===== config.mk =====
export PLATFORM = sky130hd
export DESIGN_NAME = resv_monitor
export DESIGN_NICKNAME = d
export VERILOG_FILES = /design/src/rtl/resv_pkg.sv /design/src/rtl/resv_snoop.sv /design/src/rtl/resv_entry.sv /design/src/rtl/resv_sc_gate.sv /design/src/rtl/resv_monitor.sv
export SDC_FILE = /design/constraint.sdc
export NUM_CORES = 1
export LEC_CHECK = 0
export ABC_AREA = 1
export BUFFER_PORTS_ARGS = -buffer_cell sky130_fd_sc_hd__buf_2
export CAP_MARGIN = 20
export CELL_PAD_IN_SITES_DETAIL_PLACEMENT = 0
export CELL_PAD_IN_SITES_GLOBAL_PLACEMENT = 2
export CORE_AREA = 3 3 111 113
export DETAILED_ROUTE_END_ITERATION = 6
export DIE_AREA = 0 0 114 116
export GPL_ROUTABILITY_DRIVEN = 0
export GPL_TIMING_DRIVEN = 0
export PLACE_DENSITY = 0.81
export SLEW_MARGIN = 0
export SYNTH_ARGS = -nofsm -noshare
export SYNTH_HDL_FRONTEND = slang
export SYNTH_SLANG_ARGS = --single-unit

===== constraint.sdc =====
create_clock -name clk -period 2.5 [get_ports clk]
set_input_delay 0.125 -clock clk [delete_from_list [all_inputs] [get_ports clk]]
set_output_delay 0.125 -clock clk [all_outputs]
set_load 0.1 [all_outputs]

===== src/rtl/resv_pkg.sv =====
package resv_pkg;
   typedef enum logic [1:0] {
      SZ_BYTE  = 2'd0,
      SZ_HALF  = 2'd1,
      SZ_WORD  = 2'd2,
      SZ_DWORD = 2'd3
   } snp_size_e;
endpackage


===== src/rtl/resv_snoop.sv =====
module resv_snoop
   import resv_pkg::*;
#(
   parameter int ADDR_W  = 32,
   parameter int ID_W    = 3,
   parameter int CORE_ID = 0
) (
   input  logic              clk,
   input  logic              rst,
   input  logic              valid_i,
   input  logic              write_i,
   input  logic [ID_W-1:0]   id_i,
   input  logic [ADDR_W-1:0] addr_i,
   input  logic [1:0]        size_i,
   input  logic [ADDR_W-3:0] resv_word_i,
   output logic              hit_o
);
   localparam int WORD_W = ADDR_W - 2;
   localparam logic [ID_W-1:0] OWN_ID = ID_W'(CORE_ID);

   logic foreign;
   logic word_match;
   logic dword_match;
   snp_size_e size_e;

   assign size_e      = snp_size_e'(size_i);
   assign foreign     = (id_i != OWN_ID);
   assign word_match  = (addr_i[ADDR_W-1:2] == resv_word_i);
   assign dword_match = (addr_i[ADDR_W-1:3] == resv_word_i[WORD_W-1:1]);

   always_comb begin
      hit_o = 1'b0;
      if (valid_i && write_i && foreign) begin
         if (size_e == SZ_DWORD) hit_o = dword_match;
         else                    hit_o = word_match;
      end
   end

   // snooped writes are naturally aligned for their size
   a_r6_half_aligned: assert property (@(posedge clk) disable iff (rst)
      (valid_i && write_i && size_e == SZ_HALF) |-> (addr_i[0] == 1'b0));
   a_r6_word_aligned: assert property (@(posedge clk) disable iff (rst)
      (valid_i && write_i && size_e == SZ_WORD) |-> (addr_i[1:0] == 2'b00));
   a_r6_dword_aligned: assert property (@(posedge clk) disable iff (rst)
      (valid_i && write_i && size_e == SZ_DWORD) |-> (addr_i[2:0] == 3'b000));
endmodule


===== src/rtl/resv_entry.sv =====
module resv_entry #(
   parameter int WORD_W = 30
) (
   input  logic              clk,
   input  logic              rst,
   input  logic              set_i,
   input  logic [WORD_W-1:0] set_word_i,
   input  logic              clr_i,
   output logic              flag_o,
   output logic [WORD_W-1:0] word_o
);
   always_ff @(posedge clk) begin
      if (rst) begin
         flag_o <= 1'b0;
         word_o <= '0;
      end else if (set_i) begin
         flag_o <= 1'b1;
         word_o <= set_word_i;
      end else if (clr_i) begin
         flag_o <= 1'b0;
      end
   end

   a_r1_reset_clears: assert property (@(posedge clk)
      rst |=> !flag_o);
   a_r2_set_loads: assert property (@(posedge clk) disable iff (rst)
      set_i |=> (flag_o && word_o == $past(set_word_i)));
   a_r6_clear_drops: assert property (@(posedge clk) disable iff (rst)
      (clr_i && !set_i) |=> !flag_o);
endmodule


===== src/rtl/resv_sc_gate.sv =====
module resv_sc_gate #(
   parameter int WORD_W = 30
) (
   input  logic              clk,
   input  logic              rst,
   input  logic              sc_req_i,
   input  logic [WORD_W-1:0] sc_word_i,
   input  logic              aphase_err_i,
   input  logic              flag_i,
   input  logic [WORD_W-1:0] resv_word_i,
   input  logic              lost_now_i,
   output logic              launch_o,
   output logic              clr_o,
   output logic              stat_valid_o,
   output logic              stat_ok_o
);
   logic addr_ok;

   assign addr_ok  = (sc_word_i == resv_word_i);
   assign launch_o = sc_req_i && flag_i && addr_ok && !lost_now_i;
   assign clr_o    = sc_req_i && (!launch_o || !aphase_err_i);

   always_ff @(posedge clk) begin
      if (rst) begin
         stat_valid_o <= 1'b0;
         stat_ok_o    <= 1'b0;
      end else begin
         stat_valid_o <= sc_req_i;
         stat_ok_o    <= launch_o && !aphase_err_i;
      end
   end

   a_r5_no_launch_when_clear: assert property (@(posedge clk) disable iff (rst)
      !flag_i |-> !launch_o);
   a_r11_collision_blocks: assert property (@(posedge clk) disable iff (rst)
      lost_now_i |-> !launch_o);
   a_r3_status_next: assert property (@(posedge clk) disable iff (rst)
      sc_req_i |=> stat_valid_o);
   a_r3_ok_needs_launch: assert property (@(posedge clk) disable iff (rst)
      stat_ok_o |-> $past(launch_o));
endmodule


===== src/rtl/resv_monitor.sv =====
module resv_monitor
   import resv_pkg::*;
#(
   parameter int ADDR_W  = 32,
   parameter int ID_W    = 3,
   parameter int NUM_BUS = 2,
   parameter int CORE_ID = 0
) (
   input  logic                      clk,
   input  logic                      rst,
   input  logic                      core_lr_i,
   input  logic                      core_sc_i,
   input  logic [ADDR_W-3:0]         core_word_i,
   input  logic                      core_aphase_err_i,
   input  logic [NUM_BUS-1:0]        snp_valid_i,
   input  logic [NUM_BUS-1:0]        snp_write_i,
   input  logic [NUM_BUS*ID_W-1:0]   snp_id_i,
   input  logic [NUM_BUS*ADDR_W-1:0] snp_addr_i,
   input  logic [NUM_BUS*2-1:0]      snp_size_i,
   output logic                      sc_launch_o,
   output logic                      sc_status_valid_o,
   output logic                      sc_status_ok_o,
   output logic                      cancel_o,
   output logic                      resv_valid_o
);
   localparam int WORD_W = ADDR_W - 2;

   if (ADDR_W < 4) begin : g_chk_addr
      initial $fatal(1, "resv_monitor: ADDR_W must be at least 4");
   end
   if (ID_W < 1) begin : g_chk_id
      initial $fatal(1, "resv_monitor: ID_W must be at least 1");
   end
   if (NUM_BUS < 1) begin : g_chk_bus
      initial $fatal(1, "resv_monitor: NUM_BUS must be at least 1");
   end
   if (CORE_ID < 0 || CORE_ID >= (1 << ID_W)) begin : g_chk_core
      initial $fatal(1, "resv_monitor: CORE_ID does not fit in ID_W");
   end

   logic [NUM_BUS-1:0] bus_hit;
   logic               any_hit;
   logic               flag;
   logic [WORD_W-1:0]  resv_word;
   logic               sc_clr;
   logic               cancel_q;

   for (genvar b = 0; b < NUM_BUS; b++) begin : g_bus
      resv_snoop #(
         .ADDR_W (ADDR_W),
         .ID_W   (ID_W),
         .CORE_ID(CORE_ID)
      ) u_snoop (
         .clk        (clk),
         .rst        (rst),
         .valid_i    (snp_valid_i[b]),
         .write_i    (snp_write_i[b]),
         .id_i       (snp_id_i[b*ID_W +: ID_W]),
         .addr_i     (snp_addr_i[b*ADDR_W +: ADDR_W]),
         .size_i     (snp_size_i[b*2 +: 2]),
         .resv_word_i(resv_word),
         .hit_o      (bus_hit[b])
      );
   end

   assign any_hit = |bus_hit;

   resv_entry #(.WORD_W(WORD_W)) u_entry (
      .clk       (clk),
      .rst       (rst),
      .set_i     (core_lr_i),
      .set_word_i(core_word_i),
      .clr_i     (sc_clr || any_hit),
      .flag_o    (flag),
      .word_o    (resv_word)
   );

   resv_sc_gate #(.WORD_W(WORD_W)) u_gate (
      .clk         (clk),
      .rst         (rst),
      .sc_req_i    (core_sc_i),
      .sc_word_i   (core_word_i),
      .aphase_err_i(core_aphase_err_i),
      .flag_i      (flag),
      .resv_word_i (resv_word),
      .lost_now_i  (any_hit),
      .launch_o    (sc_launch_o),
      .clr_o       (sc_clr),
      .stat_valid_o(sc_status_valid_o),
      .stat_ok_o   (sc_status_ok_o)
   );

   always_ff @(posedge clk) begin
      if (rst) cancel_q <= 1'b0;
      else     cancel_q <= flag && any_hit && !core_lr_i;
   end

   assign cancel_o     = cancel_q;
   assign resv_valid_o = flag;

   a_r2_one_request: assert property (@(posedge clk) disable iff (rst)
      !(core_lr_i && core_sc_i));
   a_r9_cancel_follows_loss: assert property (@(posedge clk) disable iff (rst)
      (flag && any_hit && !core_lr_i) |=> (cancel_o && !resv_valid_o));
   a_r9_cancel_one_cycle: assert property (@(posedge clk) disable iff (rst)
      cancel_o |=> !cancel_o);
   a_r10_lr_wins: assert property (@(posedge clk) disable iff (rst)
      core_lr_i |=> (resv_valid_o && !cancel_o));
   a_r1_reset_quiet: assert property (@(posedge clk)
      rst |=> (!cancel_o && !sc_status_valid_o));
endmodule


==> qor.yml, run 1 <==
synth_area_leaders: "nand2_1 (26%), dfxtp_1 (25%), inv_1 (11%)"
diodes: 0
syn_area_per_cell_um2: 5.560
setup_viol: 0
grt_use_total_pct: 15.06
synth_top_area_share_pct: 25.54
cts_tree: "built"
reg2reg_slack_ps: 940
grt_max_degree: 11
pwr-share-clk_pct: 37.6
die_w_um: 114
crit_path_start: "u_entry.word_o[25]"
crit_type: "register to primary output"
arrival_ps: 2060
h-tree-depth: 2
io-pin-count: 118
seq_area_frac_synth_pct: 25.03
p_sw_mw: 0.5425
clock_path_buffers: 2
worstSetupEndpointType: "primary output"
crit_path_max_incr_delay_ps: 410
seq_power_share_pct: 36.9
dr_wl_met3_um: 710
wl_met1_mm: 4.748
slowest_stage: "buf_2"
reg2reg_from: "u_entry.word_o[19]"
top_layer: "met4"
crit_top_cell: "nor2_1"
finClkSkew_ps: 8.436
synth_top_area_cell: "nand2_1"
ant_nets: 0
p_comb_share_pct: 25.5
final.min_clock_period_ps: 2186
powerDensity_mw_per_mm2: 472.2
globalRouteOverflowTotal: 0
die_y_um: 116
hpwl_mm: 8.392
layout.nets: 720
synth_most_common_cell: "nand2_1"
whs_ps: 39.44
reg2reg_depth: 11
drc: 0
dieArea_mm2: 0.01322
drive_gt1_share_pct: 22.20
antenna_found_initial: 0
wl_met2_mm: 4.482
worstPathRequired_ps: 2380
syn2layout_area_growth_pct: 32.44
tightestPinTransition_ps: 675.1
vias_per_cell: 4.217
cap_violations: 0
grt_pass1_wl_mm: 15.32
multi_input_comb_area_mm2: 0.001658
p_int_mw: 1.158
synth_edf_count: 0
synth_cells: 489
rows: 39
cts_setup_buffers: 0
path_clk_slew_ps: 60
drtIter0Drc: 166
clock_latency_ps: 280
hold_viol_final: 0
cts_resized: 0
holdCritPathClass: "primary input to register"
path_delay_family: "simple AND/OR/NAND/NOR gates"
fillCellCount: 1341
first_global_vias: 2981
ir_worst_vdd_uv: 247.3
hold_buffers: 0
r2r_end: "u_entry.flag_o"
netlist_area_mm2: 0.002719
ys_ff_latch: 34
path_max_fanout: 6
start_kind: "register"
synth_cell_types: 23
run_status: "finished clean"
cp.depth: 10
fin_tns_setup_ps: 0
cp_num_buf_inv: 2
synth_commonest_cells: "nand2_1 (185), inv_1 (78), nor2_1 (74)"
path_cells: "o21ai_0 -> nor2_1 -> nand2_1 -> nor2_1 -> nand3_1 -> nor2_1 -> nor2_2 -> nand2_1 -> inv_1 -> buf_2"
power_mw: 1.700
synth_ff_type: "dfxtp_1"
synth_fp_nets: 602
design.core.area_mm2: 0.01142
slew_violations: 0
numCtsBuffers: 5
slew_headroom_pct: 55.00
initial_core_util_pct: 23.81
max_freq_ghz: 0.4574
fin_crit_sh_pct: 87.46
firstDrtPassIters: 5
clock-sinks: 34
seq_area_um2: 680.7
numPortBuffers: 111
endpoint: "sc_launch_o"
rsz0062_at_grt: "no"
yosys_warnings: 0
leakage_nw: 1.971
switching_share_pct: 31.91
wire_per_inst_um: 13.30
wl_mm: 9.987
cts-root-buf: "clkbuf_16"
vias: 3167
ys_async_sr_fraction_pct: 0
## registers in the layout, summed over array words and instances, names as in the netlist
name / flops
u_entry.word_o: 30
cancel_o: 1
u_entry.flag_o: 1
u_gate.stat_ok_o: 1
u_gate.stat_valid_o: 1
## worst register-to-register path, stage by stage (launching register included)
cell and delay (ps):
dfxtp_1 440, inv_2 60, nand2_1 60, nand2_1 60, nor2_1 200, nand2_1 80, nor2_1 90, nand3_1 110
nor2_1 130, nor2_2 80, nand3_1 80, a21oi_2 50
## layout by cell type, fill, tap and decap left out
master	count
o211ai_1	1
buf_2	112
clkbuf_1	5
xnor2_1	20
clkinv_1	3
nand3_1	6
clkinv_2	1
xor2_1	11
or2_1	1
buf_1	5
a21oi_1	5
nor3_2	2
nand4_1	4
clkbuf_16	5
nor2_1	74
o21ai_0	10
nor3_1	3
o21ai_1	1
inv_2	10
a211oi_1	27
nand2_1	185
nor2_2	3
inv_1	78
dfxtp_1	34
a21oi_2	1
clkbuf_8	1
## stage by stage
| step | worst slack (ps) | utilization, % | cells | cell area (µm²) |
|---|---|---|---|---|
| after floorplan | 162.3 | - | 489 | 2719 |
| final | 313.6 | 31.54 | 751 | 3601 |
| after detailed placement | 611.5 | 30.24 | 743 | 3453 |
| after global placement | 621.6 | 30.24 | 743 | 3453 |
| after global routing | 133.8 | 31.54 | 751 | 3601 |
| after CTS | 306.5 | 31.54 | 751 | 3601 |
## cell type report
cell class / count / share of cell area, %
plain buffers: 10 / 1.077
clock buffers: 7 / 3.961
clock inverters: 1 / 0.1390
inverters: 91 / 9.486
multi-input cells: 354 / 46.04
flip-flops and latches: 34 / 18.90
well taps: 143 / 4.969
repair buffers: 111 / 15.43
## kinds of logic (layout without fill, tap and decap cells)
family | Yosys count | count (layout) | synth area share, %
buf+inv | 101 | 220 | 13.99
simple gates | 278 | 278 | 39.99
flops | 34 | 34 | 25.03
compound gates | 45 | 45 | 11.00
xor+xnor | 31 | 31 | 9.986
## routing by layer
layer / track usage [%] / vias up
li1: - / 1706
met1: 20.83 / 1360
met2: 24.75 / 97
met3: 3.185 / 4
met4: 2.138 / 0
met5: 0 / -
## worst min-delay path by stage
stage / startpoint / endpoint / slack (ps) / depth (start not counted)
floorplan: core_aphase_err_i / u_gate.stat_ok_o / 190 / 1
global placement: core_aphase_err_i / u_gate.stat_ok_o / 320 / 2
detailed placement: core_aphase_err_i / u_gate.stat_ok_o / 330 / 2
CTS: core_aphase_err_i / u_gate.stat_ok_o / 40 / 2
global route: core_aphase_err_i / u_gate.stat_ok_o / 50 / 2
finish: core_aphase_err_i / u_gate.stat_ok_o / 40 / 2
## power groups by stage
| stage | registers [mW] | logic, mW | clock network [mW] |
|---|---|---|---|
| global route | 0.635 | 0.499 | 0.677 |
| CTS | 0.627 | 0.440 | 0.649 |
| finish | 0.628 | 0.434 | 0.639 |
| global placement | 0.638 | 0.436 | 0 |
| floorplan | 0.640 | 0.246 | 0 |
| detailed placement | 0.639 | 0.437 | 0 |
(Power assumes the default switching activity.)
==> run 2, diff against run 1 <==
--- a/config.mk
+++ b/config.mk
@@ -10,12 +10,12 @@
 export CAP_MARGIN = 20
 export CELL_PAD_IN_SITES_DETAIL_PLACEMENT = 0
 export CELL_PAD_IN_SITES_GLOBAL_PLACEMENT = 2
-export CORE_AREA = 3 3 111 113
+export CORE_AREA = 3 3 94 132
 export DETAILED_ROUTE_END_ITERATION = 6
-export DIE_AREA = 0 0 114 116
+export DIE_AREA = 0 0 97 135
 export GPL_ROUTABILITY_DRIVEN = 0
 export GPL_TIMING_DRIVEN = 0
-export PLACE_DENSITY = 0.81
+export PLACE_DENSITY = 0.82
 export SLEW_MARGIN = 0
 export SYNTH_ARGS = -nofsm -noshare
 export SYNTH_HDL_FRONTEND = slang
==> run 2 against run 1 <==
Clock power decreased by 1%; power shrank 0.61%; final area barely moved.
==> qor.yml, run 2 (same netlist as run 1, synthesis figures left out) <==
grt_use_total_pct: 15.07  # about the same
globalRouteOverflowTotal: 0  # unchanged
die_w_um: 97  # -15%
hold_viol_final: 0  # unchanged
first_global_vias: 3100  # +4.0%
max_freq_ghz: 0.4475  # -2.2%
layout.nets: 720  # unchanged
top_register: "u_entry.word_o"
io-pin-count: 118  # unchanged
diodes: 0  # unchanged
cts_setup_buffers: 0  # unchanged
final.min_clock_period_ps: 2235  # +48.26 ps
initial_core_util_pct: 23.98  # +0.17 points
ant_nets: 0  # unchanged
clock_latency_ps: 280  # about the same
drive_gt1_share_pct: 22.20  # unchanged
finalWorstSetupSlack_ps: 265.4  # -48.26 ps
path_max_fanout: 6  # unchanged
ir_worst_vdd_uv: 203.2  # -18%
die_y_um: 135  # +16%
arrival_ps: 2110  # +50 ps
layout_common_cells: "nand2_1 (185), buf_2 (112), inv_1 (78), nor2_1 (74), dfxtp_1 (34)"
dieArea_mm2: 0.01310  # -0.98%
fin_tns_setup_ps: 0  # unchanged
rows: 46  # +18%
fillCellCount: 1335  # -0.45%
numPortBuffers: 111  # unchanged
cts_resized: 0  # unchanged
hold_depth: 2  # unchanged
clock_path_buffers: 2  # unchanged
grt_pass1_wl_mm: 15.35  # +0.14%
whs_ps: 47.48  # +8.040 ps
leakage_nw: 1.971  # unchanged
numCtsBuffers: 5  # unchanged
cts-root-buf: "clkbuf_16"
reg2reg_depth: 11  # unchanged
wire_per_inst_um: 13.41  # +0.81%
start_kind: "register"
powerDensity_mw_per_mm2: 469.1  # -0.65%
met1_usage_pct: 17.19  # -3.6 points
antenna_found_initial: 0  # unchanged
largest_reg_flops: 30  # unchanged
top_usage_layer: "met2"
design.core.area_mm2: 0.01134  # -0.70%
wl_mm: 10.08  # +0.94%
path_clk_slew_ps: 60  # about the same
met2_usage_pct: 28.76  # +4.0 points
tightestPinTransition_ps: 601.7  # -73.35 ps
cap_violations: 0  # unchanged
grtUsageMet3_pct: 2.584  # -0.60 points
syn2layout_area_growth_pct: 32.49  # about the same
holdCritPathClass: "primary input to register"
finClkSkew_ps: 2.256  # -6.180 ps
firstDrtPassIters: 4  # -1
clock-sinks: 34  # unchanged
run_status: "finished clean"
grt_max_degree: 11  # unchanged
hold_buffers: 0  # unchanged
slew_headroom_pct: 59.89  # +4.9 points
layout_commonest_cell: "nand2_1"
drtIter0Drc: 151  # -9.0%
vias: 3128  # -1.2%
setup_viol: 0  # unchanged
fin_crit_sh_pct: 89.39  # +1.9 points
rsz0062_at_grt: "no"
hpwl_mm: 8.504  # +1.3%
h-tree-depth: 2  # unchanged
worstSetupEndpointType: "primary output"
power_mw: 1.690  # -0.61%
vias_per_cell: 4.160  # -1.4%
cts_tree: "built"
worstPathRequired_ps: 2380  # about the same
crit_type: "register to primary output"
drc: 0  # unchanged
slew_violations: 0  # unchanged
place_ws_ps: 573.0  # -38.51 ps
## run 2: cell counts in the layout (fill, tap and decap cells not counted)
Identical to the previous run, type by type.
## run 2: layout make-up
class / count / area (µm²) / share of cell area (%)
multi-input cells: 354 / 1658 / 46.02
flip-flops and latches: 34 / 680.7 / 18.90
repair buffers: 111 / 555.5 / 15.42
inverters: 91 / 341.6 / 9.482
well taps: 144 / 180.2 / 5.002
clock buffers: 7 / 142.6 / 3.960
plain buffers: 10 / 38.79 / 1.077
clock inverters: 1 / 5.005 / 0.1389
## run 2: worst paths after layout
check                                         from            endpoint  slack [ps]
worst min register to register  u_entry.word_o[17]  u_entry.word_o[17]         490
worst max-delay path            u_entry.word_o[25]         sc_launch_o         270
worst min-delay path             core_aphase_err_i    u_gate.stat_ok_o          50
worst max register to register  u_entry.word_o[20]    u_gate.stat_ok_o         910
## run 2: report_power, final
group          switching (mW)  internal (mW)
clock network           0.237          0.395
registers              0.0504          0.577
logic                   0.245          0.185
total                   0.532           1.16
## run 2: metal layers
layer	up-vias	wire length [µm]
met5	-	0
met4	0	123
met3	6	519
met2	78	5326
met1	1346	4112
li1	1698	-
## run 2: stage by stage
step	instance area, µm²	instances	utilization [%]
after CTS	3602	752	31.77
after global routing	3602	752	31.77
after floorplan	2719	489	-
after detailed placement	3455	744	30.47
final	3602	752	31.77
after global placement	3455	744	30.47
## run 2: critical path: stages, from the launching register on
cell and delay (ps):
dfxtp_1 360, o21ai_0 340, nor2_1 70, nand2_1 110, nor2_1 60, nand3_1 90
nor2_1 60, nor2_2 150, nand2_1 120, inv_1 60, buf_2 410
==> run 3, diff against run 2 <==
--- a/config.mk
+++ b/config.mk
@@ -6,7 +6,7 @@
 export NUM_CORES = 1
 export LEC_CHECK = 0
 export ABC_AREA = 1
-export BUFFER_PORTS_ARGS = -buffer_cell sky130_fd_sc_hd__buf_2
+export BUFFER_PORTS_ARGS = -buffer_cell sky130_fd_sc_hd__clkbuf_2
 export CAP_MARGIN = 20
 export CELL_PAD_IN_SITES_DETAIL_PLACEMENT = 0
 export CELL_PAD_IN_SITES_GLOBAL_PLACEMENT = 2
==> run 3 against run 2 <==
Core utilization did not move; count of clock-buffer cells in the layout unchanged; worst hold slack got worse by 2.9 ps; register-to-register slack about the same; combinational power hardly changed; via count increased by 0.58%; clock skew is essentially flat; critical endpoint unchanged; highest routed layer unchanged.
==> qor.yml, run 3 (same netlist as run 1, synthesis figures left out) <==
hold_buffers: 0  # unchanged
drc: 0  # unchanged
finClkSkew_ps: 2.640  # +0.3844 ps
fillCellCount: 1322  # -0.97%
layout_common_cells: "nand2_1 (185), clkbuf_2 (111), inv_1 (78), nor2_1 (74), dfxtp_1 (34)"
globalRouteOverflowTotal: 0  # unchanged
reg2reg_slack_ps: 900  # about the same
reg2reg_from: "u_entry.word_o[20]"
instances_no_fill: 752  # unchanged
cts-root-buf: "clkbuf_16"
dieArea_mm2: 0.01310  # unchanged
vias: 3146  # +0.58%
powerDensity_mw_per_mm2: 469.4  # about the same
final.min_clock_period_ps: 2243  # +8.261 ps
ir_worst_vdd_uv: 215.3  # +5.9%
leakage_nw: 1.991  # +1.0%
cap_violations: 0  # unchanged
top_layer: "met4"
h-tree-depth: 2  # unchanged
hold_viol_final: 0  # unchanged
die_w_um: 97  # unchanged
path_clk_slew_ps: 60  # about the same
min_to: "u_gate.stat_ok_o"
cts_tree: "built"
diodes: 0  # unchanged
reg2reg_depth: 11  # unchanged
drtIter0Drc: 130  # -14%
tightestPinTransition_ps: 605.0  # +3.283 ps
rsz0062_at_grt: "no"
clock_path_buffers: 2  # unchanged
fin_tns_setup_ps: 0  # unchanged
p_sw_mw: 0.5335  # +0.20%
initial_core_util_pct: 23.98  # unchanged
worstPathRequired_ps: 2380  # about the same
io-pin-count: 118  # unchanged
cts_setup_buffers: 0  # unchanged
wl_met2_mm: 5.322  # about the same
rows: 46  # unchanged
start_kind: "register"
seq_power_share_pct: 37.1  # about the same
dr_wl_met3_um: 458  # -12%
max_freq_ghz: 0.4459  # -0.37%
hold_depth: 2  # unchanged
drive_gt1_share_pct: 22.20  # unchanged
first_global_vias: 3150  # +1.6%
r2r_end: "u_gate.stat_ok_o"
wl_met1_mm: 4.049  # -1.5%
design.core.area_mm2: 0.01134  # unchanged
grt_use_total_pct: 15.31  # +0.24 points
path_max_fanout: 4  # -2
syn2layout_area_growth_pct: 32.49  # unchanged
grt_pass1_wl_mm: 15.75  # +2.7%
clock_latency_ps: 280  # about the same
layout.nets: 720  # unchanged
die_y_um: 135  # unchanged
hpwl_mm: 8.542  # +0.45%
numCtsBuffers: 5  # unchanged
hold_path.startpoint: "core_aphase_err_i"
holdCritPathClass: "primary input to register"
pwr-share-clk_pct: 37.4  # about the same
grt_max_degree: 11  # unchanged
arrival_ps: 2120  # about the same
firstDrtPassIters: 4  # unchanged
largest_reg_flops: 30  # unchanged
fin_crit_sh_pct: 89.72  # +0.33 points
top_register: "u_entry.word_o"
worstSetupEndpointType: "primary output"
setup_viol: 0  # unchanged
wl_mm: 10.00  # -0.77%
ant_nets: 0  # unchanged
slew_violations: 0  # unchanged
place_inst: 744  # unchanged
antenna_found_initial: 0  # unchanged
cts_resized: 0  # unchanged
layout_commonest_cell: "nand2_1"
vias_per_cell: 4.184  # +0.58%
p_int_mw: 1.158  # about the same
switching_share_pct: 31.55  # +0.043 points
crit_type: "register to primary output"
p_comb_share_pct: 25.5  # about the same
wire_per_inst_um: 13.30  # -0.77%
numPortBuffers: 111  # unchanged
clock-sinks: 34  # unchanged
slew_headroom_pct: 59.67  # -0.22 points
run_status: "finished clean"
[run 3: changes by cell type in the layout (fill, tap and decap cells not counted)]
cell / delta
clkbuf_2: +111
buf_2: -111
[run 3: cell type report]
class	count	area, µm²	share of cell area, %
Tap cell	144	180.2	5.002
Inverter	91	341.6	9.482
Multi-Input combinational cell	354	1658	46.02
Clock buffer	7	142.6	3.960
Sequential cell	34	680.7	18.90
Buffer	10	38.79	1.077
Clock inverter	1	5.005	0.1389
Timing Repair Buffer	111	555.5	15.42
[run 3: how the worst max path moves through the flow]
stage	start	endpoint	cells after the start
after floorplan	u_entry.flag_o	sc_launch_o	10
after global placement	u_entry.word_o[20]	sc_launch_o	12
after detailed placement	u_entry.word_o[20]	sc_launch_o	12
after CTS	u_entry.word_o[20]	sc_launch_o	12
after global routing	u_entry.word_o[25]	sc_launch_o	10
final	u_entry.word_o[20]	sc_launch_o	12
[run 3: stage by stage]
| stage | hold WS [ps] | worst slack [ps] | cell area [µm²] | util, % | power [mW] |
|---|---|---|---|---|---|
| 2_1_floorplan | 194.7 | 162.3 | 2719 | - | 0.8859 |
| 3_3_place_gp | 335.6 | 529.6 | 3455 | 30.47 | 1.073 |
| 3_5_place_dp | 330.6 | 521.4 | 3455 | 30.47 | 1.076 |
| 4_1_cts | 34.33 | 215.2 | 3602 | 31.77 | 1.721 |
| 5_1_grt | 40.57 | 13.44 | 3602 | 31.77 | 1.811 |
| 6_report | 44.61 | 257.1 | 3602 | 31.77 | 1.691 |
[run 3: critical path: stages, from the launching register on]
cell	delay [ps]
dfxtp_1	370
inv_1	120
nand2_1	80
nand2_1	40
nor2_1	200
nand2_1	80
nor2_1	120
nand3_1	120
nor2_1	130
nor2_2	70
nand2_1	100
inv_1	50
clkbuf_2	360
[run 3: power groups by stage]
stage                     combinational [mW]  clock [mW]  sequential (mW)
final                                  0.431       0.632            0.628
after global routing                   0.494       0.682            0.634
after CTS                              0.439       0.654            0.627
after detailed placement               0.436           0            0.640
after global placement                 0.434           0            0.639
after floorplan                        0.246           0            0.640
[run 3: layer usage]
metal	track usage, %	vias to the layer above
met2	29.07	75
li1	-	1706
met3	2.326	10
met1	17.70	1355
met5	0	-
met4	4.137	0
